File: src/rtl/link_frame_decoder.sv
module link_frame_decoder #(
  parameter int          ERR_W    = 8,
  parameter logic [7:0]  SEL_DATA = 8'hAC,
  parameter logic [7:0]  SEL_RST  = 8'h53
) (
  input  logic             clk,
  input  logic             rst_n,
  input  logic             rx_valid,
  input  logic [7:0]       rx_byte,
  input  logic             fifo_full,
  output logic             fifo_wr,
  output logic [7:0]       fifo_data,
  output logic             reset_req,
  output logic [ERR_W-1:0] frame_err_count,
  output logic             fifo_overflow
);

  localparam logic [2:0] LAST_POS = 3'd6;
  localparam logic [ERR_W-1:0] ERR_MAX = '1;

  logic [2:0] pos;
  logic [7:0] sel;

  wire is_lead0   = (pos == 3'd0);
  wire is_lead1   = (pos == 3'd1);
  wire is_sel     = (pos == 3'd2);
  wire is_payload = (pos >= 3'd3) && (pos <= 3'd5);
  wire is_tail    = (pos == LAST_POS);

  wire bad_env = (is_lead0 && rx_byte != 8'h00) ||
                 (is_lead1 && rx_byte != 8'h01) ||
                 (is_tail  && rx_byte != 8'h00);

  wire fwd      = is_payload && sel == SEL_DATA;
  wire rst_hit  = is_tail && rx_byte == 8'h00 && sel == SEL_RST;

  always_ff @(posedge clk) begin
    if (!rst_n) begin
      pos             <= '0;
      sel             <= '0;
      fifo_wr         <= 1'b0;
      fifo_data       <= '0;
      reset_req       <= 1'b0;
      frame_err_count <= '0;
      fifo_overflow   <= 1'b0;
    end else begin
      fifo_wr   <= 1'b0;
      reset_req <= 1'b0;
      if (rx_valid) begin
        if (bad_env) begin
          pos <= '0;
          if (frame_err_count != ERR_MAX)
            frame_err_count <= frame_err_count + 1'b1;
        end else begin
          pos <= is_tail ? 3'd0 : pos + 3'd1;
        end
        if (is_sel)
          sel <= rx_byte;
        if (fwd) begin
          if (fifo_full) begin
            fifo_overflow <= 1'b1;
          end else begin
            fifo_wr   <= 1'b1;
            fifo_data <= rx_byte;
          end
        end
        if (rst_hit)
          reset_req <= 1'b1;
      end
    end
  end

endmodule


File: config.mk
export PLATFORM = sky130hd
export DESIGN_NAME = link_frame_decoder
export DESIGN_NICKNAME = d
export VERILOG_FILES = /design/src/rtl/link_frame_decoder.sv
export SDC_FILE = /design/constraint.sdc
export NUM_CORES = 1
export LEC_CHECK = 0
export BUFFER_PORTS_ARGS = -buffer_cell sky130_fd_sc_hd__buf_2
export CAP_MARGIN = 40
export CORE_ASPECT_RATIO = 1.25
export CORE_MARGIN = 8
export CORE_UTILIZATION = 52
export CTS_CLUSTER_SIZE = 16
export DETAILED_ROUTE_END_ITERATION = 8
export PLACE_DENSITY = 0.86
export SYNTH_ARGS = -nofsm -noshare
export SYNTH_HDL_FRONTEND = slang
export SYNTH_SLANG_ARGS = --single-unit
export TNS_END_PERCENT = 30
File: constraint.sdc
create_clock -name clk -period 2.3 [get_ports clk]
set_clock_uncertainty 0.15 [all_clocks]
set_input_delay 0.115 -clock clk [delete_from_list [all_inputs] [get_ports clk]]
set_output_delay 0.115 -clock clk [all_outputs]
set_load 0.01 [all_outputs]
==> flow_summary.yaml <==
outcome:
  outcome: "finished clean"
place:
  port_buffers: 30
  dp_slack_ns: 0.356
  dpl.hpwl_um: 2340
  place.gp.congestion: 0.877
timing:
  fmax_mhz: 503
  period_share_pct: 86.5
  setup_violations: 0
  finalWorstSetupSlack_ns: 0.312
  timing_worst_slew_pin_value_ns: 0.677
  hold_violations: 0
  rsz0062_at_grt: "no"
  relSlewSlack_pct: 54.6
  period_minus_slack_ns: 1.99
  tns_ns: 0
  slew_viol_final: 0
logic_synthesis:
  yosys_warnings: 0
  syn_inst: 150
  synth_commonest_cells: "dfxtp_1 (30), mux2i_1 (19), nor2_1 (17)"
  netlist_area_um2: 1400
  avgSynthCellArea_um2: 9.33
  synthFlopType: "dfxtp_1"
  syn_nets: 164
  ys_seq_area_share_pct: 42.9
  synth_edf_count: 0
  synth_top_area_cell: "dfxtp_1"
  synth_top_area_share_pct: 42.9
  ys_ff_latch: 30
  async_flop_share_pct: 0
  synth.distinct_cells: 33
  ys_top_cells_by_area: "dfxtp_1 (43%), mux2i_1 (14%), nor2_1 (4.6%)"
  yosysMostFrequentCell: "dfxtp_1"
clock_network:
  cts.sinks: 30
  path_clk_slew_ns: 0.09
  clk_path_buf_depth: 2
  clock_latency_ns: 0.34
  tritoncts: "built"
  h-tree-depth: 2
  cts_root_buffer: "clkbuf_4"
  cts_buffers: 5
worst_setup_path:
  cp.arrival_ns: 2.08
  crit_required_ns: 2.40
  reg2reg_slack_ns: 0.33
  startpoint_type: "primary input"
  worstSetupPathType: "primary input to flip-flop"
  cp-end-kind: "flip-flop"
  cp_max_fo: 17
route:
  first_pass_iters: 4
  wire_per_inst_um: 14.3
  drt-total-wl_um: 3250
  drc: 0
  num_vias: 1261
  ant_nets: 0
  drtIter0Drc: 57
  via_per_inst: 5.56
floorplan:
  die_h_um: 74.0
  dieArea_um2: 4620
  rows: 21
  initial_core_util_pct: 53.3
  io_pins: 31
  die_w_um: 62.4
  coreArea_um2: 2630
grt:
  grt-ovfl-total: 0
  grt_usage_pct: 14.6
  grt_pass1_vias: 1317
  antenna_found_initial: 0
  grt_max_degree: 27
  grt_pass1_wl_um: 5440
final_layout:
  drive_gt1_share_pct: 22.3
  final_nets: 206
  fin_util_pct: 65.9
  syn_to_final_growth_pct: 23.6
  diodes: 0
power_and_ir_drop:
  power_density_nw_per_um2: 529
  power.leakage_nw: 0.735
  power_uw: 915
  max-vdd-ir-drop_mv: 0.397
worst_hold_path:
  hold_path_class: "flip-flop to flip-flop"
job:
  cap_violations: 0
-- layout by cell type (no fill, tap or decap), types with 3 or more instances in the layout --
cell type | synthesis | final
nor4_1 | 3 | 3
o21ai_0 | 3 | 3
inv_1 | 4 | 4
and4_1 | 3 | 3
or4_1 | 4 | 4
dlygate4sd3_1 | 0 | 12
nor3_1 | 3 | 3
a21oi_1 | 11 | 11
nand2_1 | 8 | 8
nand4_1 | 6 | 6
buf_2 | 4 | 30
nor2_1 | 17 | 17
o31ai_1 | 4 | 4
mux2i_1 | 19 | 19
clkbuf_4 | 0 | 5
nand2b_1 | 3 | 3
dfxtp_1 | 30 | 30
nand4b_1 | 4 | 4
-- metrics by stage --
stage | std cells | cell area (um2) | hold slack [ns]
final | 227 | 1730 | 0.310
after CTS | 227 | 1730 | 0.317
after floorplan | 150 | 1400 | 0.109
after global routing | 227 | 1730 | 0.336
after detailed placement | 207 | 1550 | 0.258
after global placement | 207 | 1550 | 0.249
-- worst max-delay path: stages --
cell and delay [ns]:
dlygate4sd3_1 0.54, buf_2 0.15, nor4_4 0.30, a31oi_1 0.15
o21ai_2 0.48, nand4b_1 0.16, a21oi_1 0.17
-- logic make-up (layout without fill, tap and decap cells) --
| kind of cell | Yosys count | after routing | share of synthesized area, % |
|---|---|---|---|
| compound gates | 22 | 22 | 9.56 |
| xor+xnor | 1 | 1 | 0.626 |
| fa+ha+maj | 2 | 2 | 1.79 |
| buf+inv | 13 | 56 | 4.91 |
| flops | 30 | 30 | 42.9 |
| mux | 19 | 19 | 13.6 |
| simple gates | 63 | 63 | 26.6 |
-- sequential cells by signal (all words and copies together), names as in the netlist --
| signal | cells |
|---|---|
| reset_req | 1 |
| fifo_data | 8 |
| fifo_overflow | 1 |
| pos | 3 |
| fifo_wr | 1 |
| sel | 8 |
| frame_err_count | 8 |
-- area by class of cell --
class / count / area [um2]
clock buffers: 7 / 55.1
flip-flops and latches: 30 / 601
well taps: 34 / 42.5
clock inverters: 1 / 5.00
fillers: 216 / 897
repair buffers: 43 / 278
multi-input cells: 107 / 731
inverters: 5 / 18.8
-- layer usage --
layer	global-route usage (%)	routed length, um
met1	13.7	1330
met2	26.2	1650
met3	6.63	213
met4	8.63	51
met5	0	0
-- worst paths after layout --
check / end / from / cells after the start
max: pos[1] / rx_byte[7] / 7
min: fifo_overflow / fifo_overflow / 2
max reg2reg: frame_err_count[7] / pos[1] / 5
min reg2reg: fifo_overflow / fifo_overflow / 2
-- power breakdown --
group          switching (mW)  total, mW  internal, mW
logic                  0.0334     0.0622        0.0287
clock network           0.178      0.326         0.148
registers             0.00493      0.527         0.522
-- repair_timing --
action / in CTS / in global routing
hold endpoints to repair: 24 / 0
setup buffers: 0 / 0
resized for setup: 0 / 0
hold buffers: 12 / 0
(Power assumes the default switching activity.)
